[config.mk]
export PLATFORM = sky130hd
export DESIGN_NAME = rom_verify_unit
export DESIGN_NICKNAME = d
export VERILOG_FILES = /design/src/rtl/rvu_pkg.sv /design/src/rtl/rvu_mode_dec.sv /design/src/rtl/rvu_readout.sv /design/src/rtl/rvu_compare.sv /design/src/rtl/rom_verify_unit.sv
export SDC_FILE = /design/constraint.sdc
export NUM_CORES = 1
export LEC_CHECK = 0
export ABC_AREA = 1
export BUFFER_PORTS_ARGS = -buffer_cell sky130_fd_sc_hd__buf_2
export CORE_ASPECT_RATIO = 1.4
export CORE_UTILIZATION = 30
export CTS_BUF_LIST = sky130_fd_sc_hd__clkbuf_8
export DETAILED_ROUTE_END_ITERATION = 8
export GPL_ROUTABILITY_DRIVEN = 0
export GPL_TIMING_DRIVEN = 0
export PLACE_DENSITY = 0.48
export SLEW_MARGIN = 5
export SYNTH_ARGS = -nofsm -noshare
export SYNTH_HDL_FRONTEND = slang
export SYNTH_SLANG_ARGS = --single-unit
[constraint.sdc]
create_clock -name clk -period 1.25 [get_ports clk]
set_input_delay 0.25 -clock clk [delete_from_list [all_inputs] [get_ports clk]]
set_output_delay 0.25 -clock clk [all_outputs]
set_load 0.005 [all_outputs]
[src/rtl/rvu_pkg.sv]
package rvu_pkg;
  localparam int ROM_AW = 14;
  localparam int BYTE_W = 8;

  typedef enum logic [1:0] {
    MODE_IDLE = 2'd0,
    MODE_READ = 2'd1,
    MODE_CMP  = 2'd2
  } rvu_mode_e;

  function automatic logic [BYTE_W-1:0] rom_byte(input logic [ROM_AW-1:0] a);
    return a[7:0] ^ {a[13:8], 2'b01} ^ 8'h5A;
  endfunction
endpackage

[src/rtl/rvu_mode_dec.sv]
module rvu_mode_dec
  import rvu_pkg::*;
(
  input  logic       protect_cfg,
  input  logic       test_en,
  input  logic [1:0] hi_top,
  output rvu_mode_e  mode
);
  always_comb begin
    mode = MODE_IDLE;
    if (test_en) begin
      if (protect_cfg)          mode = MODE_CMP;
      else if (hi_top == 2'b00) mode = MODE_READ;
    end
  end
endmodule

[src/rtl/rvu_readout.sv]
module rvu_readout
  import rvu_pkg::*;
#(
  parameter int AW = ROM_AW,
  parameter int DW = BYTE_W
) (
  input  logic          clk,
  input  logic          rst_n,
  input  logic [AW-1:0] addr,
  output logic [DW-1:0] data
);
  logic [AW-1:0] addr_q;

  always_ff @(posedge clk) begin
    if (!rst_n) begin
      addr_q <= '0;
      data   <= '0;
    end else begin
      addr_q <= addr;
      data   <= rom_byte(addr_q);
    end
  end
endmodule

[src/rtl/rvu_compare.sv]
module rvu_compare
  import rvu_pkg::*;
#(
  parameter int AW        = ROM_AW,
  parameter int DW        = BYTE_W,
  parameter int GROUP_LEN = 16
) (
  input  logic          clk,
  input  logic          rst_n,
  input  logic          active,
  input  logic          take,
  input  logic [DW-1:0] expect_byte,
  output logic          grp_ok
);
  localparam int CNT_W = $clog2(GROUP_LEN);
  localparam logic [CNT_W-1:0] LAST = CNT_W'(GROUP_LEN - 1);

  logic [AW-1:0]    pos_q;
  logic [CNT_W-1:0] beat_q;
  logic             miss_q;
  logic             miss_now;

  assign miss_now = (expect_byte != rom_byte(pos_q));

  always_ff @(posedge clk) begin
    if (!rst_n) begin
      pos_q  <= '0;
      beat_q <= '0;
      miss_q <= 1'b0;
      grp_ok <= 1'b0;
    end else if (!active) begin
      pos_q  <= '0;
      beat_q <= '0;
      miss_q <= 1'b0;
    end else if (take) begin
      pos_q <= pos_q + 1'b1;
      if (beat_q == LAST) begin
        grp_ok <= !(miss_q || miss_now);
        beat_q <= '0;
        miss_q <= 1'b0;
      end else begin
        beat_q <= beat_q + 1'b1;
        miss_q <= miss_q || miss_now;
      end
    end
  end
endmodule

[src/rtl/rom_verify_unit.sv]
module rom_verify_unit
  import rvu_pkg::*;
#(
  parameter int GROUP_LEN = 16
) (
  input  logic       clk,
  input  logic       rst_n,
  input  logic       protect_cfg,
  input  logic       test_en,
  input  logic [7:0] addr_lo,
  input  logic [7:0] addr_hi,
  output logic [7:0] data_o,
  output logic       data_oe,
  input  logic [7:0] exp_data,
  input  logic       exp_valid,
  output logic       exp_ready,
  output logic       grp_ok
);
  rvu_mode_e     mode;
  logic [ROM_AW-1:0] rd_addr;
  logic [BYTE_W-1:0] rd_data;

  assign rd_addr = {addr_hi[5:0], addr_lo};

  rvu_mode_dec u_dec (
    .protect_cfg (protect_cfg),
    .test_en     (test_en),
    .hi_top      (addr_hi[7:6]),
    .mode        (mode)
  );

  rvu_readout #(.AW(ROM_AW), .DW(BYTE_W)) u_rd (
    .clk   (clk),
    .rst_n (rst_n),
    .addr  (rd_addr),
    .data  (rd_data)
  );

  rvu_compare #(.AW(ROM_AW), .DW(BYTE_W), .GROUP_LEN(GROUP_LEN)) u_cmp (
    .clk         (clk),
    .rst_n       (rst_n),
    .active      (mode == MODE_CMP),
    .take        (exp_valid && (mode == MODE_CMP)),
    .expect_byte (exp_data),
    .grp_ok      (grp_ok)
  );

  assign data_oe   = (mode == MODE_READ);
  assign data_o    = data_oe ? rd_data : '0;
  assign exp_ready = (mode == MODE_CMP);
endmodule

======== Word-level counts from Yosys, hierarchy flattened ========
Index checks and enable logic that the tools add are counted.
Widths: inputs -> output; s select.
word-level totals
  output and inout bits ................... 11
  register bits after elaboration ......... 42
  word-level logic and storage cells ...... 28
cells by class
  add/subtract/negate cells ............... 2
  reductions and logical operators ........ 6
  bitwise operators ....................... 4
  muxes and demuxes ....................... 6
  eq/ne operators ......................... 4
operator list
  operator               count
  $xor 8x8->8            2
  $add 14x1->14 const B  1
  $mux 8                 1
  $ne 8x8->1             1
  $not 4->4              2
  $add 4x1->4 const B    1
  $eq 4x4->1 const B     1
  $mux 2                 2
  $mux 4                 1
  $reduce_and 3->1       1
  $eq 2x1->1 const B     1
  $eq 2x2->1 const B     1
  $logic_not 2->1        1
  $mux 1                 2
  $reduce_and 2->1       1
  $logic_and 1x1->1      1
  $logic_not 1->1        1
  $logic_or 1x1->1       1

======== Depth between registers and ports, before layout ========
Gate-level depths: netlist of run 1.
  word-level depth ........................ 7
  depth in mapped cells ................... 10
  mapped depth without buffers ............ 10

======== Cells and area by module ========
From an unflattened synthesis of run 1, not the netlist that was laid out.
unflattened totals
  cell total of the unflattened synthesis .. 286
  area, all modules ....................... 1955.6 um^2
by module, submodules not included
  module           cells each  instances  area an instance (um^2)
  rvu_compare      172         1          1156.1
  rvu_readout      82          1          676.9
  rom_verify_unit  24          1          92.6
  rvu_mode_dec     8           1          30.0

======== Least setup slack after synthesis of run 1 ========
No wires, ideal clock.
  kind .................................... register to register
  start point ............................. register u_cmp.pos_q[2]
  end point ............................... register u_cmp.pos_q[7]
  stages on the path, launching flop included .. 8
  clock period less this slack ............ 1.125 ns
  data arrival time ....................... 1.006 ns
  path slack .............................. 0.125 ns
  path buffers ............................ 0
  cell sequence ........................... dfxtp_1 nand2_1 nor2_2 nand2_1 nor2_1 inv_1 o21ai_1 a21oi_1
on the way
  cells in the longest elaborated chain, start to end .. 1
ends and longest elaborated chain
  element                 line               RTL
  start, declared         rvu_compare.sv:18  logic [AW-1:0] pos_q;
  start signal, assigned  rvu_compare.sv:36  pos_q <= pos_q + 1'b1;
  $add 14x1->14           rvu_compare.sv:36
No other way between the ends.
A chain may end at the register's enable or synchronous reset.

======== Worst setup path in the final report of run 1 ========
  start point ............................. input addr_hi[7]
  end point ............................... output data_o[4]
on the way
  cells in the longest elaborated chain, start to end .. 6
ends and longest elaborated chain
  element          line                   RTL
  start, declared  rom_verify_unit.sv:11  input logic [7:0] addr_hi,
  $logic_not 2->1  rvu_mode_dec.sv:13     else if (hi_top == 2'b00) mode = MODE_READ;
  $mux 1           rvu_mode_dec.sv:13
  $mux 2           rvu_mode_dec.sv:12     if (protect_cfg) mode = MODE_CMP;
  $mux 2           rvu_mode_dec.sv:11     if (test_en) begin
  $eq 2x1->1       rom_verify_unit.sv:48  assign data_oe = (mode == MODE_READ);
  $mux 8           rom_verify_unit.sv:49  assign data_o = data_oe ? rd_data : '0;
  end, declared    rom_verify_unit.sv:12  output logic [7:0] data_o,
No other way between the ends.

==> metrics.md, run 1 <==
| Metric | Value |
|---|---|
| Total GRT Usage | `about an eighth` |
| CTS HTree Levels | `2` |
| Min-Delay Path Class | `in2reg` |
| Die Footprint | `just under 7000 um2` |
| Peak supply drop | `0.7663 mV` |
| Crit-path max FO | `8` |
| Post-synthesis sequential area ratio | `between 40% and 50%` |
| Slew headroom | `72.20%` |
| Max Cap Violations | `0` |
| Count of pins over their slew limit | `0` |
| Site row count | `34` |
| Residual DRC | `0` |
| Crit Path Category | `in2out` |
| Slew @ Worst Pin | `0.4170 ns` |
| Later-pin clock latency in the skew report | `about 0.29 ns` |
| Top-area cell type share of the netlist area | `43.41%` |
| CTS Buf Count | `5` |
| Pwr Density | `between 1000 and 1500 nW/um2` |
| CP required | `1.00 ns` |
| Hold Vio Cnt, Final | `0` |
| Initial Util | `a little under a third` |
| Antenna violations before repair | `0` |
| CTS sink cnt | `42` |
| N_diodes | `0` |
| Count leader, synth | `nand2_1` |
| FF+latch count, synth | `42` |
| Top post-synthesis cells by area | `dfxtp_1, nand2_1, inv_1` |
| Post-synth ARST share | `0%` |
| Root buf cell | `clkbuf_8` |
| Avg Vias per Cell | `4.234` |
| Post-Syn Instances | `roughly 270` |
| Mean Syn Cell Area | `slightly above 7 um2` |
| Total power | `2.640 mW` |
| Routed len/inst | `between 9 and 10 um` |
| Synthesized cell area | `between 1500 and 2000 um2` |
| Yosys top cell by area | `dfxtp_1` |
| Dpl cell area | `roughly 2200 um2` |
| DIE HEIGHT | `97.07 um` |
| Final #Nets | `356` |
| RSZ-0062 raised after global routing | `yes` |
| Core ar. | `6211 um2` |
| Worst flop-to-flop path startpoint | `u_cmp.pos_q[1]` |
| Setup crit start kind | `input port` |
| Crit path time final | `between 1 and 1.5 ns` |
| Routed vias | `roughly 1700` |
| Post-synth cell types | `27` |
| Final worst path period share | `a little over nine tenths` |
| Port Buffers | `38` |
| Leak Pwr | `~1.2 nW` |
| Die Span X | `approximately 70 um` |
| Worst R2R Setup Slack | `between 0.05 and 0.06 ns` |
| Hold buffer count at CTS | `0` |
| First drt pass iteration count | `4` |
| Synth cell count leaders | `nand2_1, inv_1, dfxtp_1` |
| Path depth of the worst reg2reg path | `6` |
| Grt ovf | `0` |
| Prevailing post-synth register cell | `dfxtp_1` |
| R2r endpoint | `u_cmp.pos_q[12]` |
| Routed Antenna Nets | `0` |
| First DRT Iteration DRCs | `50` |
| Hold Crit Endpoint | `u_rd.addr_q[12]` |
| Vias in the first global route | `between 1500 and 2000` |
| Critical path arrival | `0.94 ns` |
| CTS tree | `done` |
| Worst Hold Launch | `addr_hi[4]` |
| Total Wirelength | `between 3000 and 4000 um` |
| Clock slew at reported path FFs | `0.08 ns` |
| Count of flip-flops with a built-in enable after synthesis | `0` |
| Clk_skew | `about 0.0025 ns` |
| Syn nets | `roughly 300` |
| Clock Path Buffers | `2` |
| Share of cells above drive strength 1 | `approximately 34%` |
| I/O pins | `40` |
| First-pass GRT wire length | `about 6600 um` |
| Fmax | `around 0.84 GHz` |
| Final setup vio count | `0` |
| Status | `complete, no violations` |
| Largest net degree at the start of global routing | `15` |
| Hold path depth | `3` |
| WHS | `0.1388 ns` |
| Yosys warning count | `0` |
| Area Overhead vs Synth | `29.01%` |
| Cell area after layout | `2499 um2` |
| DP HPWL | `roughly 3000 um` |
| Worst Setup End Kind | `output pin` |
==> per-stage QoR <==
step | TNS [ns] | setup slack (ns) | utilization, % | instances
2_1_floorplan | 0 | 0.1249 | - | 274
3_3_place_gp | -0.4881 | -0.08158 | 35.70 | 384
3_5_place_dp | -0.7476 | -0.1019 | 35.70 | 384
4_1_cts | -0.01217 | -0.01217 | 37.73 | 392
5_1_grt | -0.07051 | -0.02240 | 40.23 | 398
6_report | 0 | 0.05724 | 40.23 | 398
==> registers in the layout (all words and copies together), names as in the netlist <==
name          count
u_cmp.pos_q      14
u_cmp.grp_ok      1
u_rd.addr_q      14
u_cmp.miss_q      1
u_cmp.beat_q      4
u_rd.data         8
==> report_power, final <==
part	switching [mW]	internal, mW	total [mW]
combinational	0.105	0.0857	0.190
clock	0.472	0.594	1.07
sequential	0.0154	1.37	1.38
total	0.592	2.05	2.64
==> worst max-delay path by stage <==
stage / cells past startpoint / endpoint / start / slack [ns]
floorplan: 7 / u_cmp.pos_q[7] / u_cmp.pos_q[2] / 0.12
global placement: 10 / u_cmp.miss_q / test_en / -0.08
detailed placement: 10 / u_cmp.miss_q / protect_cfg / -0.10
CTS: 6 / data_o[6] / addr_hi[7] / -0.01
global route: 8 / u_cmp.miss_q / u_cmp.beat_q[0] / -0.02
finish: 6 / data_o[4] / addr_hi[7] / 0.06
==> cells in the final DEF, fill, tap and decap left out, drive strengths merged, types with 5 or more instances in the layout <==
cell	instances
nor2	33
xor2	5
buf	46
inv	58
dfxtp	42
o21ai	8
nand3	12
nand2	77
clkbuf	6
a21oi	15
==> cells by family (layout without fill, tap and decap cells) <==
family / after synthesis / after routing / share of synthesized area (%)
adder cells (fa/ha/maj): 2 / 2 / 1.292
AND/OR/NAND/NOR: 135 / 135 / 32.43
flip-flops: 42 / 42 / 43.41
AO/OA/AOI/OAI: 25 / 25 / 6.847
buffers and inverters: 61 / 113 / 11.95
XOR/XNOR: 9 / 9 / 4.069
==> final cells by class <==
type	count	area, um2
Tap cell	72	90.09
Clock inverter	3	45.04
Inverter	58	225.2
Timing Repair Buffer	44	235.2
Multi-Input combinational cell	171	944.7
Fill cell	678	3712
Clock buffer	5	68.82
Buffer	3	13.76
Sequential cell	42	875.8
==> worst max-delay path, stage by stage <==
cell and delay, ns:
buf_2 0.10, nor3_2 0.15, and2_4 0.17, inv_4 0.07
nor2_2 0.09, buf_2 0.11
==> what timing repair did <==
action,4_1_cts,5_1_grt
pin swaps,1,16
setup buffers,0,6
gates cloned,0,0
endpoints found under the setup margin,13,20
resized for setup,8,49
==> per-layer routing <==
layer	vias up	part of all wire, %	GRT usage, %
met5	-	0	0
li1	926	-	-
met4	0	0.90	4.615
met1	728	43	13.04
met3	2	3.7	2.905
met2	29	53	22.71
Note: power is estimated with default switching activity, not from simulation.
==> run 2: changes to the inputs <==
--- a/config.mk
+++ b/config.mk
@@ -13,7 +13,7 @@
 export DETAILED_ROUTE_END_ITERATION = 8
 export GPL_ROUTABILITY_DRIVEN = 0
 export GPL_TIMING_DRIVEN = 0
-export PLACE_DENSITY = 0.48
+export PLACE_DENSITY_LB_ADDON = 0.1
 export SLEW_MARGIN = 5
 export SYNTH_ARGS = -nofsm -noshare
 export SYNTH_HDL_FRONTEND = slang
==> run 2 against run 1 <==
Compared with the run above: power increased by 8.4%; largest power group unchanged; clock skew is essentially flat; final area shrank 0.20%; cell count is 1.3% lower; die area stayed put; hold slack got worse by 0.0052 ns; non-clock buffer count is 5 lower; maximum frequency fell by 0.95%.
==> metrics.md, run 2 (same netlist as run 1, synthesis figures left out) <==
| Metric | Value |
|---|---|
| First drt pass iteration count | `4 (unchanged)` |
| DP HPWL | `3049 um (+1.3%)` |
| Grt ovf | `0 (unchanged)` |
| Core ar. | `6211 um2 (unchanged)` |
| Final setup vio count | `0 (unchanged)` |
| Commonest non-fill, non-tap cell in the layout | `nand2_1` |
| Hold Vio Cnt, Final | `0 (unchanged)` |
| Commonest cells after routing, fill and taps aside | `nand2_1, inv_1, buf_2` |
| Top flop regs | `u_cmp.pos_q: 14 flops, u_rd.addr_q: 14 flops, u_rd.data: 8 flops` |
| Worst Setup End Kind | `output pin` |
| Sw Share | `21.17% (-1.3 points)` |
| I/O pins | `40 (unchanged)` |
| Total GRT Usage | `12.37% (+0.15 points)` |
| Total Wirelength | `3924 um (+0.87%)` |
| Root buf cell | `clkbuf_8` |
| Vias in the first global route | `1612 (+6.2%)` |
| Count of pins over their slew limit | `0 (unchanged)` |
| First DRT Iteration DRCs | `34 (-32%)` |
| CP Launch Point | `addr_hi[7]` |
| Int Pwr | `2.256 mW (+10%)` |
| Peak supply drop | `0.6658 mV (-13%)` |
| CTS tree | `done` |
| CTS sink cnt | `42 (unchanged)` |
| Status | `complete, no violations` |
| Final worst path period share | `96.34% (+0.92 points)` |
| Antenna violations before repair | `0 (unchanged)` |
| Routed Antenna Nets | `0 (unchanged)` |
| Flop pwr share | `48.5% (-3.9 points)` |
| Largest net degree at the start of global routing | `15 (unchanged)` |
| Total power | `2.862 mW (+8.4%)` |
| Crit path cell chain | `buf_2 -> nor3_2 -> and2_4 -> inv_4 -> nor2_2 -> buf_2` |
| Crit Path Category | `in2out` |
| Crit path time final | `1.204 ns (+0.01145 ns)` |
| Fmax | `0.8304 GHz (-0.95%)` |
| Routed vias | `1682 (-0.18%)` |
| Clk_skew | `0.002243 ns (-0.0002753 ns)` |
| Initial Util | `31.18% (unchanged)` |
| DIE HEIGHT | `97.07 um (unchanged)` |
| Die Span X | `69.91 um (unchanged)` |
| Share of cells above drive strength 1 | `30.53% (-3.2 points)` |
| RSZ-0062 raised after global routing | `yes` |
| Max Cap Violations | `0 (unchanged)` |
| CP required | `1.00 ns (about the same)` |
| Port Buffers | `38 (unchanged)` |
| Die Footprint | `6786 um2 (unchanged)` |
| Avg Vias per Cell | `4.280 (+1.1%)` |
| Clock Path Buffers | `2 (unchanged)` |
| Logic pwr share | `6.7% (-0.5 points)` |
| Later-pin clock latency in the skew report | `0.29 ns (about the same)` |
| Setup ws final | `0.04579 ns (-0.01145 ns)` |
| Slew headroom | `72.48% (+0.28 points)` |
| First-pass GRT wire length | `6596 um (-0.32%)` |
| CP peak stage delay | `0.18 ns (about the same)` |
| Clock power frac | `44.9% (+4.5 points)` |
| Switching pwr | `0.6060 mW (+2.3%)` |
| Slew @ Worst Pin | `0.4128 ns (-0.004203 ns)` |
| Worst Hold Launch | `addr_lo[3]` |
| Crit-path max FO | `8 (unchanged)` |
| Critical path arrival | `0.95 ns (about the same)` |
| Residual DRC | `0 (unchanged)` |
| CTS HTree Levels | `2 (unchanged)` |
| Min-Delay Path Class | `in2reg` |
| Pwr Density | `1148 nW/um2 (+8.6%)` |
| Slowest CP cell | `and2_4` |
| Site row count | `34 (unchanged)` |
| N_diodes | `0 (unchanged)` |
| CP dominant cell by count | `buf_2` |
| Pre-CTS WS | `-0.1193 ns (-0.01734 ns)` |
| CTS Buf Count | `5 (unchanged)` |
| Clock slew at reported path FFs | `0.08 ns (about the same)` |
| Area Overhead vs Synth | `28.75%` |
| Final #Nets | `351 (-1.4%)` |
| Worst flop-to-flop path startpoint | `u_cmp.pos_q[3]` |
| Routed len/inst | `9.985 um (+2.2%)` |
| Leak Pwr | `1.199 nW (-0.90%)` |
| Setup crit start kind | `input port` |
run 2: repair_timing:
action,CTS,global route
pin swaps,2,5
resized for setup,14,34
buffers inserted,0,1
cloned,0,0
setup endpoints to repair,14,16
hold buffers,0,0
run 2: final cells by class:
| type | instances | area, um2 |
|---|---|---|
| Clock inverter | 3 | 68.82 |
| Inverter | 58 | 220.2 |
| Multi-Input combinational cell | 171 | 962.2 |
| Timing Repair Buffer | 39 | 197.7 |
| Buffer | 3 | 13.76 |
| Clock buffer | 5 | 68.82 |
| Sequential cell | 42 | 872.1 |
| Tap cell | 72 | 90.09 |
| Fill cell | 692 | 3717 |
run 2: path summary, 6_finish.rpt:
| kind | end | slack [ns] | cells after the start |
|---|---|---|---|
| worst max-delay path | data_o[6] | 0.05 | 6 |
| worst min-delay path | u_rd.addr_q[3] | 0.13 | 3 |
| worst max register to register | u_cmp.miss_q | 0.09 | 10 |
| worst min register to register | u_rd.data[1] | 0.39 | 1 |
run 2: stage by stage:
| step | setup TNS, ns | utilization (%) | area, um2 | instances | hold WS, ns |
|---|---|---|---|---|---|
| floorplan | 0 | - | 1937 | 274 | 0.3476 |
| global placement | -0.9720 | 35.70 | 2217 | 384 | 0.3725 |
| detailed placement | -1.032 | 35.70 | 2217 | 384 | 0.3726 |
| CTS | 0 | 38.36 | 2382 | 392 | 0.1220 |
| global route | -0.02556 | 40.15 | 2494 | 393 | 0.1347 |
| finish | 0 | 40.15 | 2494 | 393 | 0.1335 |
run 2: routing by layer:
metal  routed length, um  part of all wire (%)  track usage (%)  vias up
met5                   0                     0                0        -
met4                  57                   1.5            4.615        0
met3                 168                   4.3            3.423        5
met2                2080                    53            24.11       37
met1                1618                    41            11.94      729
li1                    -                     -                -      911
run 2: power groups by stage:
stage / Clock, mW / Sequential, mW / Combinational, mW
after floorplan: 0 / 1.43 / 0.110
after global placement: 0 / 1.43 / 0.181
after detailed placement: 0 / 1.43 / 0.184
after CTS: 1.32 / 1.40 / 0.191
after global routing: 1.38 / 1.39 / 0.223
final: 1.29 / 1.39 / 0.190
run 2: worst max-delay path, delay by kind of cell:
kind                   cells  cell delay, ns
buffers and inverters      3            0.27
AND/OR/NAND/NOR            3            0.43
